File: src/rtl/mvr_pkg.sv
package mvr_pkg;

   localparam int unsigned LEG_PAIR_L = 18;
   localparam int unsigned LEG_PAIR_R = 19;
   localparam int unsigned XLINE_L    = 0;
   localparam int unsigned XLINE_R    = 1;
   localparam int unsigned XCTRL      = 4;
   localparam int unsigned XFM_L      = 6;
   localparam int unsigned XFM_R      = 7;
   localparam int unsigned EXT_MIN    = 8;
   localparam int unsigned LEG_MIN    = 20;

   typedef enum logic {
      SPACE_LEG = 1'b0,
      SPACE_EXT = 1'b1
   } space_e;

   // volume registers that come out of reset muted
   function automatic logic is_vol(input logic ext, input int unsigned idx);
      if (ext)
         return (idx == XLINE_L) || (idx == XLINE_R) || (idx == XFM_L) || (idx == XFM_R);
      else
         return (idx == LEG_PAIR_L) || (idx == LEG_PAIR_R);
   endfunction

endpackage

File: src/rtl/mvr_decode.sv
module mvr_decode
   import mvr_pkg::*;
#(
   parameter int unsigned IDX_W     = 5,
   parameter int unsigned LEG_DEPTH = 32,
   parameter int unsigned EXT_DEPTH = 8
) (
   input  logic             space,
   input  logic [IDX_W-1:0] idx,
   input  logic             remap_on,
   output logic             leg_hit,
   output logic             ext_hit,
   output logic [IDX_W-1:0] tgt_idx
);

   localparam logic [IDX_W-1:0] IDX_L  = IDX_W'(LEG_PAIR_L);
   localparam logic [IDX_W-1:0] IDX_R  = IDX_W'(LEG_PAIR_R);
   localparam logic [IDX_W-1:0] FM_L   = IDX_W'(XFM_L);
   localparam logic [IDX_W-1:0] FM_R   = IDX_W'(XFM_R);

   logic [31:0] idx_w;
   assign idx_w = 32'(idx);

   always_comb begin
      leg_hit = 1'b0;
      ext_hit = 1'b0;
      tgt_idx = idx;
      if (space == SPACE_EXT) begin
         ext_hit = (idx_w < EXT_DEPTH);
      end else if (remap_on && (idx == IDX_L)) begin
         ext_hit = 1'b1;
         tgt_idx = FM_L;
      end else if (remap_on && (idx == IDX_R)) begin
         ext_hit = 1'b1;
         tgt_idx = FM_R;
      end else begin
         leg_hit = (idx_w < LEG_DEPTH);
      end
   end

endmodule

File: src/rtl/mvr_regbank.sv
module mvr_regbank
   import mvr_pkg::*;
#(
   parameter int unsigned  DATA_W   = 8,
   parameter int unsigned  DEPTH    = 8,
   parameter int unsigned  IDX_W    = 5,
   parameter bit           IS_EXT   = 1'b0,
   parameter logic [DATA_W-1:0] MUTE_VAL = 8'h9F
) (
   input  logic                         clk,
   input  logic                         rst_n,
   input  logic                         we,
   input  logic [IDX_W-1:0]             waddr,
   input  logic [DATA_W-1:0]            wdata,
   input  logic [IDX_W-1:0]             raddr,
   output logic [DEPTH-1:0][DATA_W-1:0] q,
   output logic [DATA_W-1:0]            rdata
);

   if (DEPTH > (1 << IDX_W)) begin : g_bad_depth
      $error("mvr_regbank: DEPTH exceeds index range");
   end

   for (genvar i = 0; i < DEPTH; i++) begin : g_ent
      localparam logic [DATA_W-1:0] RST_V =
         is_vol(IS_EXT, i) ? MUTE_VAL : '0;
      always_ff @(posedge clk or negedge rst_n) begin
         if (!rst_n)
            q[i] <= RST_V;
         else if (we && (32'(waddr) == i))
            q[i] <= wdata;
      end
   end

   always_comb begin
      rdata = '0;
      for (int unsigned k = 0; k < DEPTH; k++)
         if (32'(raddr) == k) rdata = q[k];
   end

endmodule

File: src/rtl/mvr_route.sv
module mvr_route
   import mvr_pkg::*;
#(
   parameter int unsigned DATA_W    = 8,
   parameter int unsigned LEG_DEPTH = 32,
   parameter int unsigned EXT_DEPTH = 8,
   parameter int unsigned REMAP_BIT = 0
) (
   input  logic [LEG_DEPTH-1:0][DATA_W-1:0] leg_q,
   input  logic [EXT_DEPTH-1:0][DATA_W-1:0] ext_q,
   input  logic                             ifm_on,
   output logic                             remap_on,
   output logic [1:0][DATA_W-1:0]           line_v,
   output logic [1:0][DATA_W-1:0]           aux_v,
   output logic [1:0][DATA_W-1:0]           fm_v
);

   localparam int unsigned LEG_IX [2] = '{LEG_PAIR_L, LEG_PAIR_R};
   localparam int unsigned LIN_IX [2] = '{XLINE_L, XLINE_R};
   localparam int unsigned FM_IX  [2] = '{XFM_L, XFM_R};

   assign remap_on = ifm_on & ext_q[XCTRL][REMAP_BIT];

   for (genvar ch = 0; ch < 2; ch++) begin : g_ch
      assign aux_v[ch]  = leg_q[LEG_IX[ch]];
      assign fm_v[ch]   = ext_q[FM_IX[ch]];
      assign line_v[ch] = remap_on ? ext_q[LIN_IX[ch]] : leg_q[LEG_IX[ch]];
   end

endmodule

File: src/rtl/mixvol_remap.sv
module mixvol_remap
   import mvr_pkg::*;
#(
   parameter int unsigned DATA_W    = 8,
   parameter int unsigned IDX_W     = 5,
   parameter int unsigned LEG_DEPTH = 32,
   parameter int unsigned EXT_DEPTH = 8,
   parameter int unsigned REMAP_BIT = 0,
   parameter logic [DATA_W-1:0] MUTE_VAL = 8'h9F
) (
   input  logic              clk,
   input  logic              rst_n,
   input  logic              ifm_on,
   input  logic              wr_en,
   input  logic              wr_space,
   input  logic [IDX_W-1:0]  wr_idx,
   input  logic [DATA_W-1:0] wr_data,
   input  logic              rd_space,
   input  logic [IDX_W-1:0]  rd_idx,
   output logic [DATA_W-1:0] rd_data,
   output logic              remap_on,
   output logic [DATA_W-1:0] line_l,
   output logic [DATA_W-1:0] line_r,
   output logic [DATA_W-1:0] aux_l,
   output logic [DATA_W-1:0] aux_r,
   output logic [DATA_W-1:0] fm_l,
   output logic [DATA_W-1:0] fm_r
);

   // elaboration-time parameter checks
   if (LEG_DEPTH < LEG_MIN) begin : g_chk_leg
      $error("mixvol_remap: LEG_DEPTH must cover indices 18 and 19");
   end
   if (EXT_DEPTH < EXT_MIN) begin : g_chk_ext
      $error("mixvol_remap: EXT_DEPTH must cover X0..X7");
   end
   if (REMAP_BIT >= DATA_W) begin : g_chk_bit
      $error("mixvol_remap: REMAP_BIT outside data word");
   end
   if (LEG_DEPTH > (1 << IDX_W)) begin : g_chk_idx
      $error("mixvol_remap: IDX_W too narrow for LEG_DEPTH");
   end

   logic [LEG_DEPTH-1:0][DATA_W-1:0] leg_q;
   logic [EXT_DEPTH-1:0][DATA_W-1:0] ext_q;
   logic [DATA_W-1:0] leg_rd, ext_rd;
   logic [1:0][DATA_W-1:0] line_v, aux_v, fm_v;

   logic             w_leg, w_ext, r_leg, r_ext;
   logic [IDX_W-1:0] w_tgt, r_tgt;

   mvr_decode #(.IDX_W(IDX_W), .LEG_DEPTH(LEG_DEPTH), .EXT_DEPTH(EXT_DEPTH)) u_wdec (
      .space(wr_space), .idx(wr_idx), .remap_on(remap_on),
      .leg_hit(w_leg), .ext_hit(w_ext), .tgt_idx(w_tgt)
   );

   mvr_decode #(.IDX_W(IDX_W), .LEG_DEPTH(LEG_DEPTH), .EXT_DEPTH(EXT_DEPTH)) u_rdec (
      .space(rd_space), .idx(rd_idx), .remap_on(remap_on),
      .leg_hit(r_leg), .ext_hit(r_ext), .tgt_idx(r_tgt)
   );

   mvr_regbank #(.DATA_W(DATA_W), .DEPTH(LEG_DEPTH), .IDX_W(IDX_W),
                 .IS_EXT(1'b0), .MUTE_VAL(MUTE_VAL)) u_leg (
      .clk(clk), .rst_n(rst_n), .we(wr_en & w_leg), .waddr(w_tgt),
      .wdata(wr_data), .raddr(r_tgt), .q(leg_q), .rdata(leg_rd)
   );

   mvr_regbank #(.DATA_W(DATA_W), .DEPTH(EXT_DEPTH), .IDX_W(IDX_W),
                 .IS_EXT(1'b1), .MUTE_VAL(MUTE_VAL)) u_ext (
      .clk(clk), .rst_n(rst_n), .we(wr_en & w_ext), .waddr(w_tgt),
      .wdata(wr_data), .raddr(r_tgt), .q(ext_q), .rdata(ext_rd)
   );

   mvr_route #(.DATA_W(DATA_W), .LEG_DEPTH(LEG_DEPTH), .EXT_DEPTH(EXT_DEPTH),
               .REMAP_BIT(REMAP_BIT)) u_route (
      .leg_q(leg_q), .ext_q(ext_q), .ifm_on(ifm_on), .remap_on(remap_on),
      .line_v(line_v), .aux_v(aux_v), .fm_v(fm_v)
   );

   assign rd_data = r_leg ? leg_rd : (r_ext ? ext_rd : '0);
   assign line_l  = line_v[0];
   assign line_r  = line_v[1];
   assign aux_l   = aux_v[0];
   assign aux_r   = aux_v[1];
   assign fm_l    = fm_v[0];
   assign fm_r    = fm_v[1];

   // ---------------- assertions ----------------
   logic wr_leg18, wr_leg19, wr_oor;
   assign wr_leg18 = wr_en && (wr_space == SPACE_LEG) && (wr_idx == IDX_W'(LEG_PAIR_L));
   assign wr_leg19 = wr_en && (wr_space == SPACE_LEG) && (wr_idx == IDX_W'(LEG_PAIR_R));
   assign wr_oor   = wr_en && (wr_space == SPACE_EXT) && (32'(wr_idx) >= EXT_DEPTH);

   AST_STEER_TO_FM: assert property (@(posedge clk) disable iff (!rst_n)
      (wr_leg18 && remap_on) |=> (fm_l == $past(wr_data)) && $stable(aux_l));

   AST_STEER_TO_FM_R: assert property (@(posedge clk) disable iff (!rst_n)
      (wr_leg19 && remap_on) |=> (fm_r == $past(wr_data)) && $stable(aux_r));

   AST_DIRECT_LEGACY: assert property (@(posedge clk) disable iff (!rst_n)
      (wr_leg18 && !remap_on) |=> (aux_l == $past(wr_data)) && $stable(fm_l));

   AST_EXT_FM_WRITE: assert property (@(posedge clk) disable iff (!rst_n)
      (wr_en && (wr_space == SPACE_EXT) && (wr_idx == IDX_W'(XFM_R))) |=> (fm_r == $past(wr_data)));

   AST_EMPTY_NO_EFFECT: assert property (@(posedge clk) disable iff (!rst_n)
      wr_oor |=> $stable(line_l) && $stable(line_r) && $stable(aux_l) && $stable(aux_r)
                 && $stable(fm_l) && $stable(fm_r) && $stable(remap_on));

endmodule

File: config.mk
export PLATFORM = sky130hd
export DESIGN_NAME = mixvol_remap
export DESIGN_NICKNAME = d
export VERILOG_FILES = /design/src/rtl/mvr_pkg.sv /design/src/rtl/mvr_decode.sv /design/src/rtl/mvr_regbank.sv /design/src/rtl/mvr_route.sv /design/src/rtl/mixvol_remap.sv
export SDC_FILE = /design/constraint.sdc
export NUM_CORES = 1
export LEC_CHECK = 0
export ABC_CLOCK_PERIOD_IN_PS = 2100
export BUFFER_PORTS_ARGS = -buffer_cell sky130_fd_sc_hd__buf_2
export CAP_MARGIN = 0
export CELL_PAD_IN_SITES_DETAIL_PLACEMENT = 0
export CELL_PAD_IN_SITES_GLOBAL_PLACEMENT = 2
export CORE_MARGIN = 2
export CORE_UTILIZATION = 40
export CTS_CLUSTER_DIAMETER = 80
export DETAILED_ROUTE_END_ITERATION = 6
export GPL_TIMING_DRIVEN = 0
export HOLD_SLACK_MARGIN = 0.12
export PLACE_DENSITY = 0.87
export SYNTH_ARGS = -nofsm -noshare
export SYNTH_HDL_FRONTEND = slang
export SYNTH_SLANG_ARGS = --single-unit
File: constraint.sdc
create_clock -name clk -period 2.1 [get_ports clk]
set_input_delay 0.105 -clock clk [delete_from_list [all_inputs] [get_ports clk]]
set_output_delay 0.105 -clock clk [all_outputs]
set_load 0.005 [all_outputs]
After elaboration in Yosys (flattened, before gate mapping):

Cells that the tools add are included.

* $lt $le $gt $ge: 4
* equal/unequal tests: 66
* mux-type cells: 62
* bitwise gates (word level): 3
* reduce and logical (&&, ||, !) cells: 46

Operators by type and width (number)
* $mux W8: 44
* $eq A5 B5 Y1 const B: 36
* $eq A5 B4 Y1 const B: 16
* $logic_and A1 B1 Y1: 44
* $eq A5 B3 Y1 const B: 8
* $mux W5: 6
* $eq A5 B2 Y1 const B: 4
* $lt A5 B6 Y1 const B: 2
* $mux W1: 12
* $eq A5 B1 Y1 const B: 2
* $logic_not A5 Y1: 2
* $lt A5 B4 Y1 const B: 2
* $and A1 B1 Y1: 3

* register bits: 320
* input bits: 24
* output and inout port bits: 57
* logic and storage cells: 221

Longest topological paths before layout:

* word-level depth: 39
* gate-level depth with buffers: 10
* depth with buffers taken out: 7

By module:

A second synthesis with hierarchy kept.

* cells, all modules: 1355
* area, all modules: 16977.5 sq um

Modules (own cells, without submodules)
* mvr_regbank (u_leg): times used 1, cells each 1026, area an instance 12951.2 sq um, seq. area each 6421.2 sq um
* mvr_regbank (u_ext): times used 1, cells each 240, area an instance 3261.9 sq um, seq. area each 1631.6 sq um
* mvr_route: times used 1, cells each 51, area an instance 489.2 sq um, seq. area each 0.0 sq um
* mvr_decode: times used 2, cells each 11, area an instance 80.1 sq um, seq. area each 0.0 sq um
* mixvol_remap: times used 1, cells each 16, area an instance 115.1 sq um, seq. area each 0.0 sq um

Least setup slack after synthesis:

OpenSTA, ideal clock, no wires.

* path type: reg2reg
* start point: reg u_ext.q[32] in the netlist's numbering
* end point: reg u_leg.q[128] in the netlist's numbering
* library setup time: 0.125 ns
* data arrival time: 1.777 ns
* required time: 1.975 ns
* path slack: 0.198 ns
* stages on the path, launching flop included: 7
* path buffers: 1
* period minus slack after synthesis: 1.902 ns
* path through: dfrtp_1 > nand2_1 > inv_1 > a2111oi_2 > and2_1 > buf_2 > mux2_2

* cells in the longest elaborated chain, start to end: 7
* elaborated cells on any way between the ends: 12
* classes of those cells: eq/ne (1); mux (6); bitwise (2); reduce/logical (3)

Ends and longest elaborated chain
* start: declaration: line mvr_regbank.sv:16 `output logic [DEPTH-1:0][DATA_W-1:0] q,`
* start signal: indexed assignment: line mvr_regbank.sv:31 `q[i] <= wdata;`
* $and A1 B1 Y1 (*): line mvr_route.sv:22 `assign remap_on = ifm_on & ext_q[XCTRL][REMAP_BIT];`
* $logic_and A1 B1 Y1: line mvr_decode.sv:33 `end else if (remap_on && (idx == IDX_R)) begin`
* $mux W5 or $mux W1 (tied branches): line mvr_decode.sv:33
* $mux W5 or $mux W1 (tied branches): line mvr_decode.sv:30 `end else if (remap_on && (idx == IDX_L)) begin`
* $mux W5 or $mux W1 (tied branches): line mvr_decode.sv:28 `if (space == SPACE_EXT) begin`
* $eq A5 B5 Y1 or $and A1 B1 Y1 (tied branches): line mvr_regbank.sv:30, mixvol_remap.sv:64
* $logic_and A1 B1 Y1 (*): line mvr_regbank.sv:30 `else if (we && (32'(waddr) == i))`
* end signal: indexed assignment: line mvr_regbank.sv:31
* end: declaration: line mvr_regbank.sv:16

Every way passes the cells marked *; elsewhere a longest branch is shown, timed or not.
A chain may end at the register's enable or synchronous reset.

Worst setup path after layout:

* start point: in rd_idx[3]
* end point: out rd_data[0]

* cells in the longest elaborated chain, start to end: 39
* elaborated cells on any way between the ends: 89
* classes of those cells: order compare (2); eq/ne (33); mux (51); reduce/logical (3)

Ends and longest elaborated chain
* start: declaration: line mixvol_remap.sv:19 `input logic [IDX_W-1:0] rd_idx,`
* $eq A5 B5 Y1: line mvr_decode.sv:33
* $logic_and A1 B1 Y1: line mvr_decode.sv:33
* $mux W5: line mvr_decode.sv:33
* $mux W5: line mvr_decode.sv:30
* $mux W5: line mvr_decode.sv:28
* $logic_not A5 Y1: line mvr_regbank.sv:38 `if (32'(raddr) == k) rdata = q[k];`
* $mux W8 (32 in series): line mvr_regbank.sv:38
* $mux W8 (*): line mixvol_remap.sv:80 `assign rd_data = r_leg ? leg_rd : (r_ext ? ext_rd : '0);`
* end: declaration: line mixvol_remap.sv:20 `output logic [DATA_W-1:0] rd_data,`

Marked as above.

==> results.cfg <==
[detailed_routing]
postRouteAntennaNets = 0
via_per_inst = 6.23
num_vias = 13000
drc = 0
first_pass_iters = 5
first_iter_violations = 1286
routedWlPerCell_um = 32.6
routed_wl_um = 68100

[logic_synthesis]
ys_types = 89
synth_nets = 1418
ys_dominant_reg_cell = dfrtp_1
yosysTopAreaCell = dfrtp_1
synth.area.top_cells = dfrtp_1, mux2_2, dfstp_2
synth-seq-area-share = 0.490
async_flop_share = 1.00
synth_top_family_by_area = multiplexers
ys_ff_latch = 320
synth-simple-area-share = 0.0947
synth_area_per_cell_um2 = 11.8
synth_edf_count = 0
synth-warning-count = 0
synth_area_mm2 = 0.0164
synth-compound-area-share = 0.107
syn_inst = 1394
synth_fa_ha_area_frac = 0
yosysTopAreaCellShare = 0.432
synthMuxAreaShare = 0.259
synth_xor_area_frac = 0

[clock_tree]
cts_buffers = 37
cts_buffer_depth = 3
clk_pin_slew_ns = 0.06
worstSkewPairLatency_ns = 0.57
cts_root_buf = clkbuf_16
cts.sinks = 320
htreeDepth = 2
cts_tree = yes

[flow_run]
timing.max_cap.violations = 0

[critical_path]
path_max_fanout = 10
required_ns = 2.00
cp_data_arrival_time_ns = 2.75
cpMostUsedCell = buf_2
critPathKind = input pin to primary output
critPathCaptureType = primary output
cp-start-kind = input pin
critPathMaxStageDelay_ns = 0.55
crit_path_top_delay_cell = clkbuf_1
path_cells = buf_2, buf_6, and3b_1, clkbuf_1, a21oi_1, nor3b_1, nor4b_4, buf_4, a221oi_4, o21ai_2, buf_2

[layout]
area_growth_pct = 19.6
drive_gt1_frac = 0.459
regArea_mm2 = 0.00805
multiInputGateArea_mm2 = 0.00807
nets = 1554
fillerInstances = 3700

[timing]
report.final.hold_viol_count = 0
slew_headroom = 0.257
max_freq_ghz = 0.351
period_needed_ns = 2.85
setup_violations = 8
tightest_slew_ns = 1.11
slew_violations = 0
finClkSkew_ns = 0.0223
setup_ws_ns = -0.751
hold_slack_ns = 0.163
fin_crit_sh = 1.36
rsz0062_at_grt = yes

[floorplan]
num_io_pins = 81
core-area_mm2 = 0.0407
row_count = 74
die_w_um = 207
start_util = 0.403
die_area_mm2 = 0.0427
fp.dieH_um = 207

[power_and_ir_drop]
leakagePower_uw = 0.00888
p_int_uw = 12700
pwr-share-clk = 0.406
switching_share = 0.273
comb_power_share = 0.159
switchingPower_uw = 4790
powerDensity_mw_per_mm2 = 891
ir_worst_vdd_uv = 619
pwr-share-seq = 0.435

[global_routing]
grt_max_degree = 120
grt_pass1_vias = 12800
grt_overflow = 0
grt_pass1_wl_um = 95600
grt_usage = 0.323
antenna_found_initial = 4

[worst_hold_path]
hp-class = input pin to flip-flop

[placement]
post-place-ws_ns = -1.76
dp_hpwl_um = 47900
io_buffers = 69
place_congestion = 0.941

[run_status]
violations = setup timing
status = complete, but fails checks
-- flip-flops by register name, summed over array words and instances (netlist names) --
signal / flops
u_ext.q: 64
u_leg.q: 256
-- layout make-up --
| type | count | share of cell area |
|---|---|---|
| clock inverters | 17 | 0.0140 |
| plain buffers | 134 | 0.0431 |
| clock buffers | 51 | 0.0534 |
| repair buffers | 99 | 0.0333 |
| multi-input cells | 926 | 0.410 |
| flip-flops and latches | 320 | 0.410 |
| diodes | 1 | 0.000127 |
| well taps | 532 | 0.0338 |
| inverters | 12 | 0.00235 |
-- worst max-delay path: cells and delay by family --
kind                   cells  cell delay [ns]
buffers and inverters      5             1.26
AND/OR/NAND/NOR            3             0.74
AO/OA/AOI/OAI              3             0.61
-- power by group through the flow --
| stage | Clock [µW] | Sequential, µW | Combinational, µW |
|---|---|---|---|
| floorplan | 0 | 7470 | 1620 |
| global placement | 0 | 7650 | 2530 |
| detailed placement | 0 | 7700 | 2580 |
| CTS | 7230 | 7610 | 2710 |
| global route | 7450 | 7720 | 2950 |
| finish | 7120 | 7630 | 2780 |
-- path summary, 6_finish.rpt --
kind	start	end	cells after the start	slack, ns
setup / recovery	rd_idx[3]	rd_data[0]	11	-0.75
hold / removal	wr_data[3]	u_leg.q[75]	2	0.16
setup reg to reg	u_ext.q[32]	u_leg.q[131]	7	0.06
hold reg to reg	u_leg.q[189]	u_leg.q[189]	1	0.50
max in group asynchronous	rst_n	u_ext.q[18]	4	0.34
min in group asynchronous	rst_n	u_leg.q[204]	2	0.20
-- cells in the mapped netlist, types with 5 or more instances --
library cell  instances
o32ai_1               5
a221oi_1              9
a22oi_1              26
clkbuf_1             50
nand3b_1              5
nand4b_1              5
inv_1                11
dfstp_2              36
buf_1                 7
mux4_2               10
a31oi_1              10
nor2b_1              10
dfrtp_1             284
buf_6                 6
nand3_1              19
a211oi_1             12
or3_1                 5
mux2i_1              29
o221ai_1              8
nor2_1               48
nor3b_1               6
nor3_1               17
o22ai_1               9
o211ai_1              6
buf_4                42
a32oi_1               5
o21ai_0              54
nand2_1             127
nor4_1                7
a21o_1                5
mux2_2              333
nand2b_1             10
o2111ai_1             7
a21oi_1              40
buf_2                30
-- routing by layer --
layer  vias to the layer above  wire length [µm]  GRT usage
met5                         -                22          0
met4                         4              3950      0.175
met3                       189              6370     0.0870
met2                       694             29500      0.479
met1                      6763             28200      0.430
li1                       5380                 -          -
-- cells by family after synthesis --
| kind of cell | after synthesis |
|---|---|
| mux | 372 |
| simple gates | 302 |
| compound gates | 252 |
| buf+inv | 148 |
| flops | 320 |
-- per-stage QoR --
step | std cells | setup TNS, ns | utilization | area [µm²] | total power [µW]
final | 2092 | -5.43 | 0.483 | 19700 | 17500
after global routing | 2091 | -5.57 | 0.483 | 19700 | 18100
after CTS | 2084 | -16.52 | 0.477 | 19400 | 17500
after detailed placement | 1998 | -128.28 | 0.430 | 17500 | 10300
after global placement | 1995 | -1704.59 | 0.428 | 17400 | 10200
after floorplan | 1394 | 0 | - | 16400 | 9090
-- timing repair --
item / 4_1_cts / 5_1_grt
gates resized for setup: 103 / 42
buffers inserted: 16 / 7
hold endpoints to repair: 113 / 0
setup endpoints to repair: 89 / 117
pin swaps: 28 / 29
gates cloned: 1 / 0
hold buffers: 3 / 0
-- placed cells by master, fill, tap and decap left out, types with 6 or more instances in the layout --
cell type and count:
clkbuf_1 47, o221ai_1 7, buf_2 83, dfrtp_1 283
dfstp_2 36, nor3_1 13, clkbuf_16 39, a22oi_1 22
a211oi_1 8, nor2b_1 8, mux4_2 10, buf_6 19
buf_1 6, mux2_2 333, a31oi_1 8, a21oi_1 39
nor3_2 6, clkbuf_2 11, nand2b_1 10, buf_4 66
o22ai_1 8, nor2_1 44, nand2_2 8, nand3_1 18
bufinv_16 7, o21ai_2 6, o21ai_0 49, o211ai_1 6
o2111ai_1 6, nand2_1 122, mux2i_1 28, inv_1 10
clkinv_2 6, a221oi_1 6
Power figures use the tool's default switching activity.
